==> src/rtl/irq_entry_pkg.sv <==
package irq_entry_pkg;

  typedef enum logic [2:0] {
    ST_IDLE   = 3'd0,
    ST_DECIDE = 3'd1,
    ST_PUSHRA = 3'd2,
    ST_PUSHSR = 3'd3,
    ST_FETCH  = 3'd4,
    ST_LOAD   = 3'd5,
    ST_HALT   = 3'd6
  } seq_state_t;

  function automatic logic [15:0] vector_of(input logic [15:0] top, input int unsigned idx);
    logic [15:0] off;
    off = 16'(idx << 1);
    return top - off;
  endfunction

endpackage

==> src/rtl/irq_prio_pick.sv <==
module irq_prio_pick #(
  parameter int NSRC = 16,
  parameter int IDXW = $clog2(NSRC)
) (
  input  logic [NSRC-1:0] req,
  input  logic            boot,
  input  logic            gie,
  output logic            found,
  output logic [IDXW-1:0] win
);
  logic [NSRC-1:0] elig;

  for (genvar gi = 0; gi < NSRC; gi++) begin : g_elig
    if (gi == 0) begin : g_rst
      assign elig[gi] = req[gi] | boot;
    end else if (gi == 1) begin : g_nmi
      assign elig[gi] = req[gi];
    end else begin : g_mask
      assign elig[gi] = req[gi] & gie;
    end
  end

  assign found = |elig;

  always_comb begin
    win = '0;
    for (int i = NSRC - 1; i >= 0; i--) begin
      if (elig[i]) win = IDXW'(i);
    end
  end
endmodule

==> src/rtl/irq_entry_fsm.sv <==
module irq_entry_fsm
  import irq_entry_pkg::*;
#(
  parameter int          NSRC    = 16,
  parameter int          AW      = 16,
  parameter int          DW      = 16,
  parameter logic [15:0] VEC_TOP = 16'hFFFE,
  parameter int          IDXW    = $clog2(NSRC)
) (
  input  logic            clk,
  input  logic            rst_n,
  input  logic            insn_done,
  input  logic            found,
  input  logic [IDXW-1:0] win,
  input  logic [DW-1:0]   cur_pc,
  input  logic [DW-1:0]   cur_sr,
  input  logic [AW-1:0]   cur_sp,
  output logic            boot_pend,
  output logic            wr_valid,
  input  logic            wr_ready,
  output logic [AW-1:0]   wr_addr,
  output logic [DW-1:0]   wr_data,
  output logic            rd_valid,
  input  logic            rd_ready,
  output logic [AW-1:0]   rd_addr,
  input  logic [DW-1:0]   rd_data,
  output logic            busy,
  output logic            pc_load,
  output logic [DW-1:0]   new_pc,
  output logic [AW-1:0]   new_sp,
  output logic            sr_clear,
  output logic            load_cycle,
  output logic [IDXW-1:0] taken,
  output logic            halted
);
  localparam logic [AW-1:0] WSTEP = AW'(2);
  localparam logic [DW-1:0] ERASED = '1;

  seq_state_t      state_q;
  logic [IDXW-1:0] win_q;
  logic [DW-1:0]   pc_q, sr_q, vec_q;
  logic [AW-1:0]   sp_q;
  logic            boot_q;
  logic            is_rst, vec_erased;

  assign is_rst     = (win_q == '0);
  assign vec_erased = (vec_q == ERASED);

  always_ff @(posedge clk) begin
    if (!rst_n) begin
      state_q <= ST_IDLE;
      win_q   <= '0;
      pc_q    <= '0;
      sr_q    <= '0;
      sp_q    <= '0;
      vec_q   <= '0;
      boot_q  <= 1'b1;
    end else begin
      case (state_q)
        ST_IDLE: if (insn_done && found) begin
          win_q   <= win;
          pc_q    <= cur_pc;
          sr_q    <= cur_sr;
          sp_q    <= cur_sp;
          state_q <= ST_DECIDE;
        end
        ST_DECIDE: begin
          if (is_rst) begin
            sp_q    <= '0;
            state_q <= ST_FETCH;
          end else begin
            state_q <= ST_PUSHRA;
          end
        end
        ST_PUSHRA: if (wr_ready) begin
          sp_q    <= sp_q - WSTEP;
          state_q <= ST_PUSHSR;
        end
        ST_PUSHSR: if (wr_ready) begin
          sp_q    <= sp_q - WSTEP;
          state_q <= ST_FETCH;
        end
        ST_FETCH: if (rd_ready) begin
          vec_q   <= rd_data;
          state_q <= ST_LOAD;
        end
        ST_LOAD: begin
          if (is_rst) boot_q <= 1'b0;
          state_q <= (is_rst && vec_erased) ? ST_HALT : ST_IDLE;
        end
        ST_HALT: state_q <= ST_HALT;
        default: state_q <= ST_IDLE;
      endcase
    end
  end

  assign boot_pend  = boot_q;
  assign wr_valid   = (state_q == ST_PUSHRA) || (state_q == ST_PUSHSR);
  assign wr_addr    = sp_q - WSTEP;
  assign wr_data    = (state_q == ST_PUSHRA) ? pc_q : sr_q;
  assign rd_valid   = (state_q == ST_FETCH);
  assign rd_addr    = AW'(vector_of(VEC_TOP, int'(win_q)));
  assign busy       = (state_q != ST_IDLE) && (state_q != ST_HALT);
  assign load_cycle = (state_q == ST_LOAD);
  assign pc_load    = load_cycle && !(is_rst && vec_erased);
  assign sr_clear   = pc_load;
  assign new_pc     = vec_q;
  assign new_sp     = sp_q;
  assign taken      = win_q;
  assign halted     = (state_q == ST_HALT);
endmodule

==> src/rtl/irq_entry_seq.sv <==
module irq_entry_seq #(
  parameter int              NSRC        = 16,
  parameter int              AW          = 16,
  parameter int              DW          = 16,
  parameter int              GIE_BIT     = 3,
  parameter logic [15:0]     VEC_TOP     = 16'hFFFE,
  parameter logic [NSRC-1:0] SHARED_MASK = NSRC'(16'h0030)
) (
  input  logic            clk,
  input  logic            rst_n,
  input  logic [NSRC-1:0] req,
  input  logic            insn_done,
  input  logic [DW-1:0]   cur_pc,
  input  logic [DW-1:0]   cur_sr,
  input  logic [AW-1:0]   cur_sp,
  output logic            wr_valid,
  input  logic            wr_ready,
  output logic [AW-1:0]   wr_addr,
  output logic [DW-1:0]   wr_data,
  output logic            rd_valid,
  input  logic            rd_ready,
  output logic [AW-1:0]   rd_addr,
  input  logic [DW-1:0]   rd_data,
  output logic            busy,
  output logic            pc_load,
  output logic [DW-1:0]   new_pc,
  output logic [AW-1:0]   new_sp,
  output logic            sr_clear,
  output logic [NSRC-1:0] irq_ack,
  output logic [NSRC-1:0] flag_clr,
  output logic            halted
);
  localparam int IDXW = $clog2(NSRC);

  logic            found, boot_pend, load_cycle;
  logic [IDXW-1:0] win, taken;

  irq_prio_pick #(.NSRC(NSRC), .IDXW(IDXW)) u_pick (
    .req   (req),
    .boot  (boot_pend),
    .gie   (cur_sr[GIE_BIT]),
    .found (found),
    .win   (win)
  );

  irq_entry_fsm #(
    .NSRC(NSRC), .AW(AW), .DW(DW), .VEC_TOP(VEC_TOP), .IDXW(IDXW)
  ) u_fsm (
    .clk        (clk),
    .rst_n      (rst_n),
    .insn_done  (insn_done),
    .found      (found),
    .win        (win),
    .cur_pc     (cur_pc),
    .cur_sr     (cur_sr),
    .cur_sp     (cur_sp),
    .boot_pend  (boot_pend),
    .wr_valid   (wr_valid),
    .wr_ready   (wr_ready),
    .wr_addr    (wr_addr),
    .wr_data    (wr_data),
    .rd_valid   (rd_valid),
    .rd_ready   (rd_ready),
    .rd_addr    (rd_addr),
    .rd_data    (rd_data),
    .busy       (busy),
    .pc_load    (pc_load),
    .new_pc     (new_pc),
    .new_sp     (new_sp),
    .sr_clear   (sr_clear),
    .load_cycle (load_cycle),
    .taken      (taken),
    .halted     (halted)
  );

  for (genvar gi = 0; gi < NSRC; gi++) begin : g_ack
    assign irq_ack[gi]  = load_cycle && (taken == IDXW'(gi));
    assign flag_clr[gi] = irq_ack[gi] && !SHARED_MASK[gi];
  end
endmodule

==> config.mk <==
export PLATFORM = sky130hd
export DESIGN_NAME = irq_entry_seq
export DESIGN_NICKNAME = d
export VERILOG_FILES = /design/src/rtl/irq_entry_pkg.sv /design/src/rtl/irq_prio_pick.sv /design/src/rtl/irq_entry_fsm.sv /design/src/rtl/irq_entry_seq.sv
export SDC_FILE = /design/constraint.sdc
export NUM_CORES = 1
export LEC_CHECK = 0
export ABC_CLOCK_PERIOD_IN_PS = 2900
export BUFFER_PORTS_ARGS = -buffer_cell sky130_fd_sc_hd__buf_4
export CAP_MARGIN = 20
export CORE_MARGIN = 3
export CORE_UTILIZATION = 47
export DETAILED_ROUTE_END_ITERATION = 12
export GPL_TIMING_DRIVEN = 0
export PLACE_DENSITY_LB_ADDON = 0.2
export SLEW_MARGIN = 30
export SYNTH_ARGS = -nofsm -noshare
export SYNTH_HDL_FRONTEND = slang
export SYNTH_HIERARCHICAL = 1
export SYNTH_SLANG_ARGS = --single-unit
==> constraint.sdc <==
create_clock -name clk -period 2.9 [get_ports clk]
set_clock_uncertainty 0.1 [all_clocks]
set_input_delay 0.29 -clock clk [delete_from_list [all_inputs] [get_ports clk]]
set_output_delay 0.29 -clock clk [all_outputs]
set_load 0.03 [all_outputs]
# Word level (Yosys, flattened, before mapping)
# Index checks and enable logic that the tools add are counted.
totals:
  regBits: 72
  latchBits: 0
  ramBits: 0
  romBits: 0
  elab_cells: 114
  mem_count: 0
op_classes:
  n_addsub: 2
  mul: 0
  div: 0
  magnitude_cmp: 0
  n_eq_ne: 29
  n_shift: 0
  n_mux: 28
  bitwise: 15
  n_reduce_logical: 33
ops:
  columns: ["operator", "count"]
  rows:
  - ["$mux 16", 4]
  - ["$mux 4", 16]
  - ["$pmux 16 s3", 1]
  - ["$eq 4x4->1 const B", 8]
  - ["$pmux 3 s7", 1]
  - ["$logic_and 1x1->1", 20]
  - ["$mux 3", 6]
  - ["$eq 16x16->1 const B", 1]
  - ["$eq 4x3->1 const B", 4]
  - ["$reduce_or 16->1", 1]
  - ["$sub 16x2->16 const B", 1]
  - ["$and 1x1->1", 14]
  - ["$eq 3x3->1 const B", 3]
  - ["$eq 4x2->1 const B", 2]
  - ["$ne 2x1->1 const B", 4]
  - ["$reduce_and 4->1", 2]
  - ["$sub 2x6->7 const A", 1]
  - ["$eq 3x2->1 const B", 2]
  - ["$reduce_and 2->1", 3]
  - ["$reduce_bool 3->1", 2]
  - ["$eq 4x1->1 const B", 1]
  - ["$logic_not 4->1", 1]
  - ["$ne 2x2->1 const B", 2]
  - ["$eq 3x1->1 const B", 1]
  - ["6 further kinds", 6]

# Longest topological paths before layout
# Gate-level depths: netlist (run 1).
logic_depth:
  word_depth: 17
  depth_mapped: 11
  mapped_depth_nobuf: 8

# Hierarchy
# Netlist (run 1), hierarchy kept.
modules_own_cells:
  columns: ["module", "n_inst", "cells_per_inst", "area_per_inst_um2", "seq_area_each_um2"]
  rows:
  - ["irq_entry_fsm", 1, 446, 3652.3, 1441.4]
  - ["irq_entry_seq", 1, 40, 241.5, 0.0]
  - ["irq_prio_pick", 1, 36, 215.2, 0.0]

# Worst setup path after synthesis (run 1)
# No wires, ideal clock.
synth_path:
  path_kind: "register to output"
  from: "register u_fsm.sp_q[1], in the netlist u_fsm/new_sp[1]"
  to: "output port wr_addr[15]"
  t_arrival_ps: 2336
  required_ps: 2510
  slack_ps: 174
  path_stages_with_launch: 7
  n_path_buf: 0
  path_cell_list: "dfxtp_1 > inv_1 > ha_1 > or4b_4 > nor3_4 > nand2_1 > xnor2_1"
synth_via:
  elab_chain_len: 1
synth_rtl:
  columns: ["element", "line_no", "source"]
  rows:
  - ["from (decl)", "irq_entry_fsm.sv:42", "logic [AW-1:0] sp_q;"]
  - ["from (signal assigned)", "irq_entry_fsm.sv:64", "sp_q <= cur_sp;"]
  - ["from (signal assigned)", "irq_entry_fsm.sv:76", "sp_q <= sp_q - WSTEP;"]
  - ["from (signal assigned)", "irq_entry_fsm.sv:80", "sp_q <= sp_q - WSTEP;"]
  - ["$sub 16x2->16", "irq_entry_fsm.sv:99", "assign wr_addr = sp_q - WSTEP;"]
  - ["to (decl)", "irq_entry_seq.sv:18", "output logic [AW-1:0] wr_addr,"]
# No other way between the ends.

# Final worst setup path (run 1)
layout_path:
  from: "register u_fsm.sp_q[1], in the netlist u_fsm/new_sp[1]"
  to: "output port wr_addr[13]"
# The elaborated chain is that of the path after synthesis.

==> results of run 1 <==
-- worst max-delay path by stage --
stage	start	endpoint	slack, ps	cells past startpoint
floorplan	u_fsm/new_sp[1]$_SDFFE_PN0P_	wr_addr[15]	170	6
global placement	cur_sr[3]	u_fsm/pc_q[9]$_SDFFE_PN0P_	310	10
detailed placement	cur_sr[3]	u_fsm/pc_q[2]$_SDFFE_PN0P_	190	10
CTS	u_fsm/state_q[2]$_SDFFE_PN0P_	wr_data[14]	80	7
global route	u_fsm/new_sp[1]$_SDFFE_PN0P_	wr_addr[15]	30	7
finish	u_fsm/new_sp[1]$_SDFFE_PN0P_	wr_addr[13]	170	7
-- power breakdown --
part           internal [W]  switching, W  total (W)  leakage (nW)
Sequential          0.00107     0.0000795    0.00115         0.589
Combinational      0.000477      0.000727    0.00120          1.97
Clock              0.000490      0.000398   0.000887         0.107
-- through the flow --
step                setup WS [ps]  std cells  cell area [um^2]  util (%)  total power (W)
finish                        167        841              5910      70.9          0.00324
global route                 27.0        841              5910      70.9          0.00340
CTS                          79.6        841              5900      70.8          0.00326
detailed placement            187        825              5690      68.2          0.00237
global placement              308        825              5690      68.2          0.00235
floorplan                     174        533              4150         -          0.00194
-- cells by family (layout without fill, tap and decap cells) --
kind of cell               after synthesis  in the layout  synth area share, %
other                                    3             14                0.274
AOI/OAI and AO/OA                      114            114                 20.9
adders and majority gates                1              1                0.304
xor gates and xnor gates                11             11                 2.34
muxes                                   16             16                 4.38
buffers and inverters                   75            278                 10.1
DFF                                     72             72                 35.1
and+or+nand+nor                        230            230                 26.6
-- layer usage --
| layer | track usage (%) | vias up |
|---|---|---|
| met5 | 0 | - |
| met4 | 7.56 | 0 |
| met3 | 5.54 | 16 |
| met2 | 41.6 | 177 |
| met1 | 27.9 | 2005 |
| li1 | - | 2166 |
-- timing repair --
action | 4_1_cts | 5_1_grt
gates resized for setup | 0 | 2
endpoints found under the setup margin | 0 | 12
endpoints found under the hold margin | 0 | 0
-- sequential cells by signal, summed over array words and instances, names as in the netlist --
name             flops
u_fsm/boot_pend      1
u_fsm/new_pc        16
u_fsm/new_sp        16
u_fsm/pc_q          16
u_fsm/sr_q          16
u_fsm/state_q        3
u_fsm/taken          4
-- area by class of cell --
type | count | area (um^2)
Inverter | 13 | 48.8
Fill cell | 664 | 2430
Sequential cell | 72 | 1440
Tap cell | 105 | 131
Timing Repair Buffer | 187 | 1400
Multi-Input combinational cell | 386 | 2300
Clock inverter | 6 | 90.1
Buffer | 62 | 367
Clock buffer | 10 | 128
-- tightest hold or removal path, stage by stage --
cell and delay [ps]:
buf_4 110, nand2_1 40, a21boi_1 50
-- cells in the final DEF (no fill, tap or decap), types with 7 or more instances in the layout --
cell type,instances
a21oi_1,11
a21boi_1,7
clkbuf_1,19
mux2_2,16
conb_1,14
buf_4,217
dfxtp_1,72
nor2_1,38
clkbuf_8,9
a21boi_0,48
o21ai_0,12
buf_2,11
nand3_1,9
nand2_1,128
inv_1,12
nor3_1,9
==> impl_metrics.tcl, run 1 <==
set metrics [dict create \
    core_area_mm2 0.00834 \
    clk_pin_slew_worst_paths_ps 80 \
    post-route-min-period_ps 2730 \
    slew_viol_final 0 \
    dieArea_mm2 0.00990 \
    io_pins 203 \
    finalSetupViolations 0 \
    synthTopCellsByArea "dfxtp_1 35%, nand2_1 12%, a21boi_0 8.8%" \
    cts.sinks 72 \
    start_util_pct 49.3 \
    syn2layout_area_growth_pct 43.8 \
    firstDrtPassIters 5 \
    hold_viol 0 \
    synthFlopType "dfxtp_1" \
    worst_pin_slew_ps 904 \
    post-route-period-util_pct 94.3 \
    grt_max_degree 14 \
    grt_setup_unrepaired "false" \
    syn_area_mm2 0.00411 \
    ctsHoldBuffers 0 \
    netlist.area_leader.share_pct 35.1 \
    slowest_delay_ps 530 \
    critPathArrivalTime_ps 2340 \
    vias_per_cell 5.19 \
    cts_tree "built" \
    drt-initial-drc-count 196 \
    slew_headroom_pct 39.2 \
    nets 817 \
    hp-class "in -> reg" \
    r2r_cells 8 \
    htreeDepth 3 \
    seq_area_frac_synth_pct 35.1 \
    reg2reg_to "u_fsm/pc_q[9]$_SDFFE_PN0P_" \
    dieWidth_um 99.5 \
    gp_congestion 0.981 \
    routed_wl_mm 12.1 \
    worstHoldStart "cur_sr[13]" \
    status "complete, no violations" \
    worst_path_max_delay_cell "or4b_4" \
    synthTopCellsByCount "128 x nand2_1, 72 x dfxtp_1, 48 x a21boi_0, 39 x nor2_1, 30 x buf_4" \
    crit_chain "inv_1, ha_1, or4b_4, nor3_4, nand2_1, xnor2_1, buf_4" \
    cp_num_buf_inv 2 \
    synth_most_common_cell "nand2_1" \
    routed-wl-met2_mm 6.05 \
    overflow 0 \
    synth-edff-count 0 \
    critPathTopFamily "simple AND/OR/NAND/NOR gates" \
    row_count 33 \
    r2r-start "u_fsm/boot_pend$_SDFFE_PN1P_" \
    drc 0 \
    routedWlPerCell_um 14.4 \
    yosysTopAreaCell "dfxtp_1" \
    hold_depth 3 \
    ir_drop_v 0.000371 \
    power_density_mw_per_mm2 549 \
    ctsLongestPathBuffers 2 \
    critPathKind "reg -> out" \
    place_hpwl_mm 9.46 \
    top_layer "met4" \
    wl_met3_mm 1.05 \
    rrSetupSlack_ps 480 \
    power.leakage_nw 2.67 \
    ys_seq_elements 72 \
    setup-tns-final_ps 0 \
    syn_area_per_cell_um2 7.87 \
    diodes 0 \
    io_buffers 187 \
    grt_pass1_vias 4119 \
    whs_endpoint "u_fsm/sr_q[13]$_SDFFE_PN0P_" \
    holdWs_ps 88.0 \
    cts_setup_buffers 0 \
    cp_max_fo 7 \
    via_count 4364 \
    ctsRootBufferMaster "clkbuf_8" \
    required_ps 2510 \
    wl_met1_mm 4.84 \
    detail-route-antenna-nets 0 \
    grt_use_total_pct 23.5 \
    yosysWarnings 6 \
    antenna_found_initial 0 \
    drv_cap 0 \
    startpoint_type "register" \
    final_layout_size_suffix_gt1_share_pct 38.2 \
    clkLatencyLatePin_ps 340 \
    endpoint_kind "output pin" \
    die_h_um 99.5 \
    synthCells 522 \
    ys_async_sr_fraction_pct 0 \
    grt_pass1_wl_mm 19.0 \
    cts_buffers 9 \
    yosys.cell_types.count 58 \
    fmax_mhz 366 \
]
No activity file was read; power rests on OpenSTA's default activity.
==> run 2, diff against run 1 <==
--- a/config.mk
+++ b/config.mk
@@ -10,6 +10,7 @@
 export CAP_MARGIN = 20
 export CORE_MARGIN = 3
 export CORE_UTILIZATION = 47
+export CTS_BUF_LIST = sky130_fd_sc_hd__clkbuf_8 sky130_fd_sc_hd__clkbuf_16
 export DETAILED_ROUTE_END_ITERATION = 12
 export GPL_TIMING_DRIVEN = 0
 export PLACE_DENSITY_LB_ADDON = 0.2
==> run 2 against run 1 <==
- cell count did not move
- clock power barely moved
- non-clock buffer count did not move
- combinational power barely moved
- via count barely moved
- highest routed layer unchanged
==> impl_metrics.tcl, run 2 (synthesis gave the netlist of run 1 again) <==
set metrics [dict create \
    status "complete, no violations" \
    ctsLongestPathBuffers 2 \
    cts.sinks 72 \
    hold_viol 0 \
    start_util_pct 49.3 \
    setup-tns-final_ps 0 \
    fin_cells 841 \
    endpoint_kind "output pin" \
    dp_cells 825 \
    htreeDepth 3 \
    routed_wl_mm 12.1 \
    grt_pass1_vias 4119 \
    place_hpwl_mm 9.46 \
    die_h_um 99.5 \
    vias_per_cell 5.18 \
    drt-initial-drc-count 203 \
    final_layout_size_suffix_gt1_share_pct 38.2 \
    worst_pin_slew_ps 907 \
    ctsRootBufferMaster "clkbuf_8" \
    cp_max_fo 7 \
    post-route-min-period_ps 2740 \
    drv_cap 0 \
    grt_use_total_pct 23.5 \
    final_common_cell "buf_4" \
    cts_buffers 9 \
    critPathArrivalTime_ps 2350 \
    antenna_found_initial 0 \
    power_density_mw_per_mm2 548 \
    dieArea_mm2 0.00990 \
    syn2layout_area_growth_pct 43.8 \
    grt_max_degree 14 \
    ir_drop_v 0.000371 \
    fmax_mhz 365 \
    firstDrtPassIters 5 \
    required_ps 2510 \
    nets 817 \
    hp-class "in -> reg" \
    detail-route-antenna-nets 0 \
    via_count 4360 \
    worstHoldStart "cur_sr[13]" \
    power.leakage_nw 2.68 \
    drc 0 \
    overflow 0 \
    clkLatencyLatePin_ps 340 \
    row_count 33 \
    io_pins 203 \
    layout_common_cells "217 x buf_4, 128 x nand2_1, 72 x dfxtp_1" \
    routedWlPerCell_um 14.4 \
    r2r-start "u_fsm/boot_pend$_SDFFE_PN1P_" \
    dieWidth_um 99.5 \
    clk_pin_slew_worst_paths_ps 80 \
    finalSetupViolations 0 \
    post-route-period-util_pct 94.4 \
    grt_pass1_wl_mm 19.0 \
    ctsHoldBuffers 0 \
    slew_viol_final 0 \
    grt_setup_unrepaired "false" \
    gp_congestion 0.981 \
    io_buffers 187 \
    core_area_mm2 0.00834 \
    startpoint_type "register" \
    rrSetupSlack_ps 480 \
    cts_tree "built" \
    critPathKind "reg -> out" \
    diodes 0 \
    critPathLaunch "u_fsm/new_sp[1]$_SDFFE_PN0P_" \
    slew_headroom_pct 39.0 \
]
-- run 2: changes by cell type in the layout (fill, tap and decap cells not counted) --
cell and change:
clkbuf_1 -1, inv_1 +1
-- run 2: through the flow --
stage               hold WS [ps]  util [%]  cell area (um^2)  power, W  worst slack (ps)
finish                      88.0      70.9              5910   0.00324               163
global route                83.5      70.9              5910   0.00340              27.0
CTS                         72.3      70.8              5900   0.00326              79.6
detailed placement           351      68.2              5690   0.00237               187
global placement             340      68.2              5690   0.00235               308
floorplan                    325         -              4150   0.00194               174
-- run 2: what timing repair did --
item / CTS / global route
gates resized for setup: 0 / 2
setup buffers: 0 / 0
setup endpoints to repair: 0 / 12
-- run 2: cell type report --
cell class / count / area (um^2)
Inverter: 13 / 48.8
Fill cell: 664 / 2430
Clock inverter: 7 / 93.8
Timing Repair Buffer: 187 / 1400
Sequential cell: 72 / 1440
Clock buffer: 9 / 124
Buffer: 62 / 367
Multi-Input combinational cell: 386 / 2300
Tap cell: 105 / 131
-- run 2: final timing paths --
kind,to,cells past startpoint
setup / recovery,wr_addr[13],7
setup reg to reg,u_fsm/pc_q[9]$_SDFFE_PN0P_,8
hold reg to reg,u_fsm/sr_q[13]$_SDFFE_PN0P_,2
hold / removal,u_fsm/sr_q[13]$_SDFFE_PN0P_,3
-- run 2: where the power goes --
part | internal (W) | leakage [nW] | switching (W) | total, W
clock | 0.000486 | 0.111 | 0.000398 | 0.000884
combinational | 0.000477 | 1.97 | 0.000728 | 0.00121
sequential | 0.00107 | 0.589 | 0.0000794 | 0.00115
total | 0.00203 | 2.68 | 0.00120 | 0.00324
-- run 2: critical path, stage by stage (launching register included) --
cell     delay [ps]
dfxtp_1         350
inv_1           110
ha_1            220
or4b_4          530
nor3_4          280
nand2_1         150
xnor2_1         180
buf_4           190
-- run 2: routing by layer --
metal | GRT usage, % | vias up | routed length, um
li1 | - | 2166 | -
met1 | 27.9 | 2003 | 4890
met2 | 41.6 | 175 | 6030
met3 | 5.54 | 16 | 1040
met4 | 7.56 | 0 | 179
met5 | 0 | - | 0
